### src/rtl/lcd_regif_pkg.sv
package lcd_regif_pkg;

    localparam int DW     = 32;
    localparam int NREGS  = 6;
    localparam int NFLAGS = 3;

    typedef enum logic [2:0] {
        REG_CTRL = 3'd0,
        REG_TIM0 = 3'd1,
        REG_TIM1 = 3'd2,
        REG_TIM2 = 3'd3,
        REG_STAT = 3'd4,
        REG_SUBP = 3'd5,
        REG_NONE = 3'd7
    } reg_sel_e;

    typedef enum logic {
        EN_OFF = 1'b0,
        EN_ON  = 1'b1
    } en_state_e;

    // flag indices inside the flag vector
    localparam int FLG_FRAME = 0;
    localparam int FLG_SYNC  = 1;
    localparam int FLG_PAL   = 2;

    // status bit positions seen by software
    localparam int STAT_FRAME_BIT = 0;
    localparam int STAT_SYNC_BIT  = 2;
    localparam int STAT_PAL_BIT   = 6;

    localparam logic [DW-1:0] CTRL_KEEP_MASK = 32'h01CF_F300;
    localparam logic [DW-1:0] CTRL_RD_ONES   = 32'hFE00_0C34;
    localparam logic [DW-1:0] TIM0_RD_ONES   = 32'h0000_000F;
    localparam logic [DW-1:0] TIM2_RD_ONES   = 32'hFC00_0000;
    localparam logic [DW-1:0] SUBP_MASK      = 32'hA1FF_FFFF;

endpackage

### src/rtl/lcd_regif_decode.sv
module lcd_regif_decode
    import lcd_regif_pkg::*;
#(
    parameter int ADDR_W = 8
) (
    input  logic              sel,
    input  logic              we,
    input  logic [ADDR_W-1:0] addr,
    output reg_sel_e          region,
    output logic [NREGS-1:0]  wr_strobe
);
    localparam int IDX_W = ADDR_W - 2;

    logic [IDX_W-1:0] word_idx;
    assign word_idx = addr[ADDR_W-1:2];

    always_comb begin
        if (addr[1:0] != 2'b00 || word_idx >= IDX_W'(NREGS)) begin
            region = REG_NONE;
        end else begin
            region = reg_sel_e'(word_idx[2:0]);
        end
    end

    for (genvar i = 0; i < NREGS; i++) begin : g_strobe
        assign wr_strobe[i] = sel && we && (region == reg_sel_e'(i));
    end

endmodule

### src/rtl/lcd_regif_flags.sv
module lcd_regif_flags
    import lcd_regif_pkg::*;
(
    input  logic              clk,
    input  logic              rst_n,
    input  logic [NFLAGS-1:0] set_p,
    input  logic [NFLAGS-1:0] clr_p,
    input  logic [1:0]        int_mask,
    output logic [NFLAGS-1:0] flags,
    output logic              irq
);
    for (genvar i = 0; i < NFLAGS; i++) begin : g_flag
        always_ff @(posedge clk) begin
            if (!rst_n) begin
                flags[i] <= 1'b0;
            end else if (set_p[i]) begin
                flags[i] <= 1'b1;
            end else if (clr_p[i]) begin
                flags[i] <= 1'b0;
            end
        end
    end

    // sync error is never masked
    always_comb begin
        irq = flags[FLG_SYNC]
            | (flags[FLG_FRAME] & int_mask[0])
            | (flags[FLG_PAL]   & int_mask[1]);
    end

endmodule

### src/rtl/lcd_regif_enfsm.sv
module lcd_regif_enfsm
    import lcd_regif_pkg::*;
(
    input  logic clk,
    input  logic rst_n,
    input  logic ctrl_wr,
    input  logic new_enable,
    output logic enabled,
    output logic start_p,
    output logic stop_p
);
    en_state_e state_q, state_d;

    // next-state: START (OFF->ON) and STOP (ON->OFF) on a control write
    always_comb begin
        state_d = state_q;
        unique case (state_q)
            EN_OFF: if (ctrl_wr &&  new_enable) state_d = EN_ON;
            EN_ON:  if (ctrl_wr && !new_enable) state_d = EN_OFF;
        endcase
    end

    always_ff @(posedge clk) begin
        if (!rst_n) begin
            state_q <= EN_OFF;
        end else begin
            state_q <= state_d;
        end
    end

    always_ff @(posedge clk) begin
        if (!rst_n) begin
            start_p <= 1'b0;
            stop_p  <= 1'b0;
        end else begin
            start_p <= (state_q == EN_OFF) && (state_d == EN_ON);
            stop_p  <= (state_q == EN_ON)  && (state_d == EN_OFF);
        end
    end

    assign enabled = (state_q == EN_ON);

endmodule

### src/rtl/lcd_regif.sv
module lcd_regif
    import lcd_regif_pkg::*;
#(
    parameter int ADDR_W = 8,
    parameter int RES_W  = 10
) (
    input  logic              clk,
    input  logic              rst_n,
    input  logic              bus_sel,
    input  logic              bus_we,
    input  logic [ADDR_W-1:0] bus_addr,
    input  logic [31:0]       bus_wdata,
    output logic [31:0]       bus_rdata,
    input  logic              fl_set_frame,
    input  logic              fl_set_sync,
    input  logic              fl_set_pal,
    input  logic              fl_clr_frame,
    input  logic              fl_clr_sync,
    input  logic              fl_clr_pal,
    output logic              irq,
    output logic              seq_start,
    output logic              seq_stop,
    output logic              cfg_enable,
    output logic              cfg_mono,
    output logic              cfg_tft,
    output logic [1:0]        cfg_plm,
    output logic [RES_W:0]    cfg_width,
    output logic [RES_W:0]    cfg_height
);
    localparam int HI_W = DW - RES_W;

    reg_sel_e          region;
    logic [NREGS-1:0]  wr_strobe;

    logic [1:0]        int_mask_q;
    logic              mono_q, tft_q;
    logic [1:0]        plm_q;
    logic [DW-1:0]     ctrl_keep_q;
    logic [HI_W-1:0]   tim0_hi_q, tim1_hi_q;
    logic [RES_W:0]    width_q, height_q;
    logic [DW-1:0]     tim2_q, subp_q;
    logic [NFLAGS-1:0] flags;
    logic [NFLAGS-1:0] set_vec, clr_vec;
    logic [RES_W:0]    width_m1, height_m1;

    lcd_regif_decode #(.ADDR_W(ADDR_W)) decode_i (
        .sel       (bus_sel),
        .we        (bus_we),
        .addr      (bus_addr),
        .region    (region),
        .wr_strobe (wr_strobe)
    );

    lcd_regif_enfsm enfsm_i (
        .clk        (clk),
        .rst_n      (rst_n),
        .ctrl_wr    (wr_strobe[REG_CTRL]),
        .new_enable (bus_wdata[0]),
        .enabled    (cfg_enable),
        .start_p    (seq_start),
        .stop_p     (seq_stop)
    );

    always_comb begin
        set_vec = '0;
        clr_vec = '0;
        set_vec[FLG_FRAME] = fl_set_frame;
        set_vec[FLG_SYNC]  = fl_set_sync;
        set_vec[FLG_PAL]   = fl_set_pal;
        clr_vec[FLG_FRAME] = fl_clr_frame;
        clr_vec[FLG_SYNC]  = fl_clr_sync;
        clr_vec[FLG_PAL]   = fl_clr_pal;
    end

    lcd_regif_flags flags_i (
        .clk      (clk),
        .rst_n    (rst_n),
        .set_p    (set_vec),
        .clr_p    (clr_vec),
        .int_mask (int_mask_q),
        .flags    (flags),
        .irq      (irq)
    );

    // control register fields
    always_ff @(posedge clk) begin
        if (!rst_n) begin
            int_mask_q  <= '0;
            mono_q      <= 1'b0;
            tft_q       <= 1'b0;
            plm_q       <= '0;
            ctrl_keep_q <= '0;
        end else if (wr_strobe[REG_CTRL]) begin
            int_mask_q  <= bus_wdata[4:3];
            mono_q      <= bus_wdata[1];
            tft_q       <= bus_wdata[7];
            plm_q       <= bus_wdata[21:20];
            ctrl_keep_q <= bus_wdata & CTRL_KEEP_MASK;
        end
    end

    // timing words, width and height stored as field plus one
    always_ff @(posedge clk) begin
        if (!rst_n) begin
            tim0_hi_q <= '0;
            width_q   <= '0;
        end else if (wr_strobe[REG_TIM0]) begin
            tim0_hi_q <= bus_wdata[DW-1:RES_W];
            width_q   <= {1'b0, bus_wdata[RES_W-1:0]} + 1'b1;
        end
    end

    always_ff @(posedge clk) begin
        if (!rst_n) begin
            tim1_hi_q <= '0;
            height_q  <= '0;
        end else if (wr_strobe[REG_TIM1]) begin
            tim1_hi_q <= bus_wdata[DW-1:RES_W];
            height_q  <= {1'b0, bus_wdata[RES_W-1:0]} + 1'b1;
        end
    end

    always_ff @(posedge clk) begin
        if (!rst_n) begin
            tim2_q <= '0;
        end else if (wr_strobe[REG_TIM2]) begin
            tim2_q <= bus_wdata;
        end
    end

    always_ff @(posedge clk) begin
        if (!rst_n) begin
            subp_q <= '0;
        end else if (wr_strobe[REG_SUBP]) begin
            subp_q <= bus_wdata & SUBP_MASK;
        end
    end

    assign width_m1  = width_q  - 1'b1;
    assign height_m1 = height_q - 1'b1;

    // read multiplexer
    always_comb begin
        bus_rdata = '0;
        unique case (region)
            REG_CTRL: begin
                bus_rdata        = CTRL_RD_ONES | ctrl_keep_q;
                bus_rdata[23]    = bus_rdata[23] | tft_q;
                bus_rdata[21:20] = bus_rdata[21:20] | plm_q;
                bus_rdata[7]     = bus_rdata[7] | tft_q;
                bus_rdata[4:3]   = bus_rdata[4:3] | int_mask_q;
                bus_rdata[1]     = bus_rdata[1] | mono_q;
                bus_rdata[0]     = bus_rdata[0] | cfg_enable;
            end
            REG_TIM0: bus_rdata = {tim0_hi_q, width_m1[RES_W-1:0]} | TIM0_RD_ONES;
            REG_TIM1: bus_rdata = {tim1_hi_q, height_m1[RES_W-1:0]};
            REG_TIM2: bus_rdata = tim2_q | TIM2_RD_ONES;
            REG_STAT: begin
                bus_rdata[STAT_FRAME_BIT] = flags[FLG_FRAME];
                bus_rdata[STAT_SYNC_BIT]  = flags[FLG_SYNC];
                bus_rdata[STAT_PAL_BIT]   = flags[FLG_PAL];
            end
            REG_SUBP: bus_rdata = subp_q;
            default:  bus_rdata = '0;
        endcase
    end

    assign cfg_mono   = mono_q;
    assign cfg_tft    = tft_q;
    assign cfg_plm    = plm_q;
    assign cfg_width  = width_q;
    assign cfg_height = height_q;

endmodule

### config.mk
export PLATFORM = sky130hd
export DESIGN_NAME = lcd_regif
export DESIGN_NICKNAME = d
export VERILOG_FILES = /design/src/rtl/lcd_regif_pkg.sv /design/src/rtl/lcd_regif_decode.sv /design/src/rtl/lcd_regif_flags.sv /design/src/rtl/lcd_regif_enfsm.sv /design/src/rtl/lcd_regif.sv
export SDC_FILE = /design/constraint.sdc
export NUM_CORES = 1
export LEC_CHECK = 0
export BUFFER_PORTS_ARGS = -buffer_cell sky130_fd_sc_hd__buf_4
export CORE_UTILIZATION = 54
export DETAILED_ROUTE_END_ITERATION = 6
export PLACE_DENSITY = 0.77
export SYNTH_ARGS = -nofsm -noshare
export SYNTH_HDL_FRONTEND = slang
export SYNTH_SLANG_ARGS = --single-unit
export TNS_END_PERCENT = 5
### constraint.sdc
create_clock -name clk -period 3.1 [get_ports clk]
set_clock_uncertainty 0.2 [all_clocks]
set_input_delay 0.155 -clock clk [delete_from_list [all_inputs] [get_ports clk]]
set_output_delay 0.155 -clock clk [all_outputs]
set_load 0.03 [all_outputs]
== Word level (Yosys, flattened, before mapping) ==
Index checks and enable logic that the tools add are counted.
Storage, ports and cells
  bits in registers: 144
  input port bits: 50
  output and inout port bits: 62
  logic and storage cells: 67
Operators by class
  add/sub/neg operators: 3
  order comparisons: 1
  equal/unequal tests: 5
  mux-type cells: 16
  bitwise gates (word level): 7
  reductions and logical operators: 18
Operators by type and width (number)
  $pmux W25 S5: 1
  $sub A10 B1 Y10 const B: 2
  $pmux W1 S5: 3
  $pmux W3 S5: 1
  $add A10 B1 Y11 const B: 1
  $logic_and A1 B1 Y1: 10
  $mux W1: 8
  $reduce_bool A2 Y1: 4
  $eq A3 B2 Y1 const B: 2
  $eq A3 B3 Y1 const B: 2
  $ge A6 B3 Y1 const B: 1
  $pmux W1 S6: 1
  $eq A3 B1 Y1 const B: 1
  $logic_not A3 Y1: 1
  $mux W3: 1
  $or A1 B1 Y1: 3
  $and A1 B1 Y1: 2
  $not A1 Y1: 2
  $pmux W1 S2: 1
  $reduce_or A2 Y1: 1
  $logic_not A1 Y1: 1
  $logic_or A1 B1 Y1: 1

== Logic depth before layout (Yosys ltp) ==
Gate-level depths: netlist (run 1).
  word-level depth: 10
  gate-level depth with buffers: 8
  depth with buffers taken out: 7

== Hierarchy ==
A second synthesis (run 1) with hierarchy kept.
Second synthesis, totals
  cell total of the unflattened synthesis: 714
  area, all modules: 6635.1 um^2
Modules (own cells, without submodules)
  lcd_regif: instances 1, cells each 680, area each 6309.8 um^2, sequential area each 2762.6 um^2
  lcd_regif_flags: instances 1, cells each 10, area each 111.4 um^2, sequential area each 60.1 um^2
  lcd_regif_decode: instances 1, cells each 16, area each 108.9 um^2, sequential area each 0.0 um^2
  lcd_regif_enfsm: instances 1, cells each 8, area each 105.1 um^2, sequential area each 60.1 um^2

== Worst setup path after synthesis (run 1) ==
OpenSTA, ideal clock, no wires.
  kind: input to output
  start point: input port bus_addr[2]
  end point: output port bus_rdata[5]
  arrival time: 2216 ps
  data required time: 2745 ps
  path slack: 529 ps
  cell stages on the path: 5
  path buffers: 3
  path through: buf_1 -> clkbuf_1 -> clkbuf_1 -> o21ai_0 -> o31ai_1
On the way
  longest elaborated chain between the ends: 5
  elaborated cells on any way between the ends: 9
  classes of those cells: order compare: 1; eq/ne: 4; mux: 2; reduce/logical: 2
RTL lines
  from (decl): line lcd_regif.sv:11  | input logic [ADDR_W-1:0] bus_addr,
  $ge A6 B3 Y1: line lcd_regif_decode.sv:18  | if (addr[1:0] != 2'b00 || word_idx >= IDX_W'(NREGS)) begin
  $logic_or A1 B1 Y1: line lcd_regif_decode.sv:18
  $mux W3 *: line lcd_regif_decode.sv:18
  $eq A3 B3 Y1 (tied with other cells): line lcd_regif.sv:145  | unique case (region)
  $pmux W3 S5 *: line lcd_regif.sv:145
  to (decl): line lcd_regif.sv:13  | output logic [31:0] bus_rdata,
Every way passes the cells marked *; elsewhere a longest branch is shown, timed or not.

== Worst setup path in the final report (run 1) ==
  start point: register height_q[0] (netlist: cfg_height[0])
  end point: output port bus_rdata[8]
On the way
  longest elaborated chain between the ends: 2
RTL lines
  from (decl): line lcd_regif.sv:40  | logic [RES_W:0] width_q, height_q;
  from (signal assigned): line lcd_regif.sv:119  | height_q <= {1'b0, bus_wdata[RES_W-1:0]} + 1'b1;
  $sub A10 B1 Y10: line lcd_regif.sv:140  | assign height_m1 = height_q - 1'b1;
  $pmux W25 S5: line lcd_regif.sv:145
Every way passes these cells.

==> results.cfg, run 1 <==
[logic_synthesis]
synth-seq-area-share_pct = 45.22
synth_top_family_by_area = simple AND/OR/NAND/NOR gates
syn-instance-count = 790
synthFlopType = dfxtp_1
synth_xor_area_share_pct = 2.610
yosys.area_share.adder_pct = 0.3925
synth_area_leaders = dfxtp_1 45%, nand2_1 13%, a21oi_1 8.7%, mux4_2 4.6%, mux2i_1 3.9%
syn-num-nets = 842
netlist_area_sq_mm = 0.006375
yosysTopAreaCellShare_pct = 45.22
synth_compound_area_share_pct = 17.74
synthSimpleGateAreaFrac_pct = 21.45
synth_edf_count = 0
synth-seq-cells = 144
yosys.area.top_type = dfxtp_1
async_reset_ff_share_pct = 0
syn_area_per_cell_sq_um = 8.069
yosysWarnings = 0
synth_mux_area_share_pct = 8.518
synth_cell_types = 46

[route]
drt_iter0_drc = 548
wirelength_mm = 18.69
vias_per_cell = 5.802
ant_nets = 0
wl_per_cell_um = 17.34
vias = 6255
first_pass_iters = 5
drc = 0

[floorplan]
num_rows = 39
fp.dieW_um = 110.7
start_util_pct = 55.59
die_area_sq_mm = 0.01224
die_y_um = 110.7
pin_count = 112
coreArea_sq_mm = 0.01147

[worst_setup_path]
end_kind = output port
worstPathArrival_ns = 2.50
cp_max_fo = 5
cp_num_buf_inv = 2
critPathLaunchType = flop
slowest_delay_ns = 0.37
cp_slowest_cell = o32ai_1
cp.required_ns = 2.74
crit_type = flop to output port
cp_cell_sequence = inv_1 -> ha_1 -> nor3b_1 -> nand2_1 -> nor3_1 -> xnor2_1 -> o32ai_1 -> buf_4
path_delay_family = simple AND/OR/NAND/NOR gates

[clock_network]
cts_tree = yes
cts_resized = 0
insertion_delay_ns = 0.41
numCtsBuffers = 17
root_buffer = clkbuf_16
cts_max_level = 4
cts_buffer_depth = 2
clock_sinks = 144
path_clk_slew_ns = 0.06

[timing]
final.setup.tns_ns = 0
timing.fmax_mhz = 350.0
hold_viol = 0
finalCritPeriodShare_pct = 92.15
finalSetupViolations = 0
rsz0062_at_grt = no
finalCriticalPeriod_ns = 2.857
layout_setup_ws_ns = 0.2432
worst_slew_pin_slew_ns = 0.6941
slew_violations = 0
slew_headroom_pct = 53.73
holdWs_ns = 0.1422

[power_and_ir_drop]
powerDensity_mw_per_mm2 = 487.3
p_leak_nw = 3.326
ir_drop_mv = 0.2786

[layout]
fin_nets = 975
final_layout_size_suffix_gt1_share_pct = 19.79
final_util_pct = 72.91
area_growth_pct = 31.15
num_antenna_cells = 0
fillerInstances = 862

[min_path]
min_path_type = input pin to flop

[global_routing]
grt_antenna_before_repair = 0
grtUsageTotal_pct = 30.86
grt_max_degree = 77
grt_pass1_wl_mm = 29.90
first_global_vias = 6048
globalRouteOverflowTotal = 0

[placed_design]
gp_congestion = 0.8999
dp_hpwl_mm = 12.41
numPortBuffers = 111
place_ws_ns = 0.3421

[status]
status = completed

[flow_run]
drv_cap = 0
## cells in the mapped netlist, types with 3 or more instances
cell,number
a21oi_1,111
inv_1,9
nand2_1,221
o21ai_0,21
mux2i_1,25
nor3_1,5
dfxtp_1,144
a22o_1,18
mux4_2,13
nor3_2,5
nor3b_1,3
xor2_1,10
nand3_1,8
buf_2,3
a211oi_1,17
xnor2_1,9
and3_1,4
or3_1,4
or4_1,5
nor2_1,60
o22ai_1,7
clkbuf_1,53
or2_2,3
## cell usage in the layout (no fill, tap or decap), types with 3 or more instances in the layout
master	instances
a211oi_1	17
a21oi_1	111
a22o_1	18
and3_1	4
buf_12	4
buf_4	129
clkbuf_16	17
clkbuf_8	4
clkinvlp_4	3
dfxtp_1	144
dlygate4sd3_1	39
inv_1	9
mux2i_1	25
mux4_2	13
nand2_1	221
nand3_1	8
nor2_1	60
nor3_1	5
nor3_4	3
nor3b_1	3
o21ai_0	21
o22ai_1	7
or2_2	3
or3_1	4
or4_1	5
xnor2_1	9
xor2_1	10
## sequential cells by signal (all words and copies together) (netlist names)
name             cells
enfsm_i.start_p      1
int_mask_q           2
enfsm_i.stop_p       1
tim0_hi_q           22
subp_q              27
cfg_plm              2
cfg_mono             1
tim2_q              26
ctrl_keep_q         13
enfsm_i.enabled      1
cfg_width           11
cfg_height          11
tim1_hi_q           22
cfg_tft              1
flags_i.flags        3
## power by group
part | leakage [nW] | switching, mW | total (mW) | internal [mW]
Sequential | 1.16 | 0.00337 | 1.86 | 1.85
Clock | 0.272 | 0.759 | 1.94 | 1.18
Combinational | 1.89 | 0.154 | 0.273 | 0.119
## worst reg2reg max path, stage by stage, from the launching register on
cell and delay (ns):
dfxtp_1 0.33, a21oi_1 0.13, dlygate4sd3_1 0.56, nor2_1 0.04
## layer usage
| metal | share of wire, % | global-route usage, % | routed length, um |
|---|---|---|---|
| met2 | 49 | 50.14 | 9086 |
| met4 | 2.7 | 14.49 | 496 |
| met5 | 0 | 0 | 0 |
| met1 | 40 | 39.21 | 7556 |
| met3 | 8.3 | 6.616 | 1554 |
## cell families (layout without fill, tap and decap cells)
logic type / count (synthesis) / in the layout
compound gates: 191 / 191
xor+xnor: 19 / 19
fa+ha+maj: 2 / 2
buf+inv: 68 / 213
flops: 144 / 144
mux: 38 / 38
simple gates: 328 / 328
## final timing paths
kind,from,to,slack (ns),cells past startpoint
setup / recovery,cfg_height[0],bus_rdata[8],0.24,8
hold / removal,bus_we,subp_q[29],0.14,5
setup reg to reg,flags_i.flags[2],flags_i.flags[2],1.70,3
hold reg to reg,tim0_hi_q[1],tim0_hi_q[1],0.25,2
## area by class of cell
class / count / area [sq um] / area share (%)
Timing Repair Buffer: 172 / 1439 / 17.21
Multi-Input combinational cell: 578 / 3252 / 38.90
Sequential cell: 144 / 2883 / 34.48
Tap cell: 143 / 178.9 / 2.140
Clock inverter: 8 / 80.08 / 0.9578
Clock buffer: 23 / 488.0 / 5.837
Inverter: 10 / 40.04 / 0.4789
## repair_timing
| action | in CTS | in global routing |
|---|---|---|
| hold endpoints to repair | 130 | 0 |
| hold buffers | 39 | 0 |
| buffers inserted | 0 | 0 |
## stage by stage
step                cell area, sq um  std cells  power (mW)
global placement                7402       1008       2.122
finish                          8361       1078       4.074
CTS                             8361       1078       4.081
global route                    8361       1078       4.200
floorplan                       6375        790       2.006
detailed placement              7402       1008       2.125
(Power assumes the default switching activity.)
==> run 2, diff against run 1 <==
--- a/config.mk
+++ b/config.mk
@@ -9,4 +9,5 @@
 export CORE_UTILIZATION = 54
 export DETAILED_ROUTE_END_ITERATION = 6
+export GPL_ROUTABILITY_DRIVEN = 0
 export PLACE_DENSITY = 0.77
 export SYNTH_ARGS = -nofsm -noshare
==> constraint.sdc (replaced) <==
create_clock -name clk -period 3.1 [get_ports clk]
set_clock_uncertainty 0.2 [all_clocks]
set_input_delay 0.31 -clock clk [delete_from_list [all_inputs] [get_ports clk]]
set_output_delay 0.31 -clock clk [all_outputs]
set_load 0.03 [all_outputs]
==> run 2 against run 1 <==
  * Clock power increased by 13%
  * Total power increased by 6.3%
  * Register-to-register slack about the same
  * Fmax decreased by 1.4%
  * Largest cell class unchanged
  * Highest routed layer unchanged
==> results.cfg, run 2 (synthesis gave the netlist of run 1 again) <==
[status]
status = completed

[clock_network]
cts_max_level = 4
cts_buffer_depth = 2
clock_sinks = 144
cts_tree = yes
post_cts_buffers = 0
path_clk_slew_ns = 0.06
numCtsBuffers = 17
insertion_delay_ns = 0.42
root_buffer = clkbuf_16

[worst_setup_path]
cp_num_buf_inv = 1
slowest_delay_ns = 0.62
worstPathArrival_ns = 2.39
cp_max_fo = 5
end_kind = output port
reg2reg_slack_ns = 1.69
cp_slowest_cell = or4_1
cp_cell_sequence = or4_1 -> nor4_2 -> xor2_1 -> a221oi_1 -> nor2_1 -> buf_4
path_delay_family = simple AND/OR/NAND/NOR gates
crit_type = flop to output port
cp.required_ns = 2.59
critPathLaunchType = flop

[route]
ant_nets = 0
wirelength_mm = 19.59
drc = 0
wl_per_cell_um = 18.04
vias_per_cell = 5.912
first_pass_iters = 5
drt_iter0_drc = 613
vias = 6420

[layout]
final_cell_mix = 221 x nand2_1, 144 x dfxtp_1, 138 x buf_4, 111 x a21oi_1, 60 x nor2_1
regMostFlops = subp_q
largestRegisters = subp_q x27, tim2_q x26
fin_nets = 982
area_growth_pct = 32.86
final_common_cell = nand2_1
largest_register_ff_count = 27
final_layout_size_suffix_gt1_share_pct = 20.78
num_antenna_cells = 0

[global_routing]
first_global_vias = 6203
globalRouteOverflowTotal = 0
grt_antenna_before_repair = 0
grt_pass1_wl_mm = 31.23
grt_max_degree = 56
grtUsageTotal_pct = 32.18

[placed_design]
dp_hpwl_mm = 12.64
numPortBuffers = 111

[timing]
final.setup.tns_ns = 0
rsz0062_at_grt = no
worst_slew_pin_slew_ns = 0.5930
finalSetupViolations = 0
holdWs_ns = 0.2311
slew_violations = 0
finalCritPeriodShare_pct = 93.50
timing.fmax_mhz = 345.0
hold_viol = 0
finalCriticalPeriod_ns = 2.898
slew_headroom_pct = 60.46

[power_and_ir_drop]
ir_drop_mv = 0.5028
powerDensity_mw_per_mm2 = 511.1
p_leak_nw = 3.379

[floorplan]
coreArea_sq_mm = 0.01147
start_util_pct = 55.59
die_area_sq_mm = 0.01224
num_rows = 39
pin_count = 112
die_y_um = 110.7
fp.dieW_um = 110.7

[min_path]
min_path_type = input pin to flop

[flow_run]
drv_cap = 0
==> run 2: cell types whose count changed in the layout (fill, tap and decap cells not counted), sizes merged <==
cell	before	now
buf	133	140
bufinv	1	4
clkbuf	23	20
clkinv	3	4
==> run 2: power by group <==
| group | switching, mW | internal, mW |
|---|---|---|
| sequential | 0.00343 | 1.85 |
| combinational | 0.156 | 0.120 |
| clock | 0.802 | 1.39 |
| total | 0.962 | 3.37 |
==> run 2: final timing paths <==
check                         from          endpoint  depth (start not counted)
setup / recovery     cfg_height[1]      bus_rdata[7]                          6
setup reg to reg  flags_i.flags[0]  flags_i.flags[0]                          3
hold reg to reg       tim0_hi_q[9]      tim0_hi_q[9]                          2
hold / removal              bus_we        subp_q[13]                          5
==> run 2: through the flow <==
stage / setup WS (ns) / std cells / util [%] / power, mW / cell area, sq um
after global placement: 0.3613 / 1015 / 64.79 / 2.124 / 7430
after detailed placement: 0.3274 / 1015 / 64.79 / 2.127 / 7430
after CTS: 0.1289 / 1086 / 73.77 / 4.338 / 8459
after global routing: 0.06124 / 1086 / 73.86 / 4.432 / 8469
final: 0.2016 / 1086 / 73.86 / 4.329 / 8469
after floorplan: 0.2185 / 790 / - / 2.006 / 6375
==> run 2: area by class of cell <==
class,instances,area (sq um)
Clock buffer,20,456.7
Clock inverter,12,182.7
Fill cell,831,2998
Inverter,10,40.04
Multi-Input combinational cell,578,3262
Sequential cell,144,2883
Tap cell,143,178.9
Timing Repair Buffer,179,1466
==> run 2: routing by layer <==
layer,GRT usage (%),wire length [um]
met5,0,0
met4,14.67,562
met3,6.178,1691
met2,53.54,9616
met1,40.47,7717
==> run 2: timing repair <==
action,in CTS,in global routing
endpoints found under the hold margin,119,0
setup endpoints to repair,0,1
hold buffers,39,0
resized for setup,0,2
==> run 2: worst reg2reg max path: cells and delay by family, from the launching register on <==
kind,cells,cell delay (ns)
buf+inv,1,0.57
flops,1,0.34
compound gates,1,0.13
simple gates,1,0.04
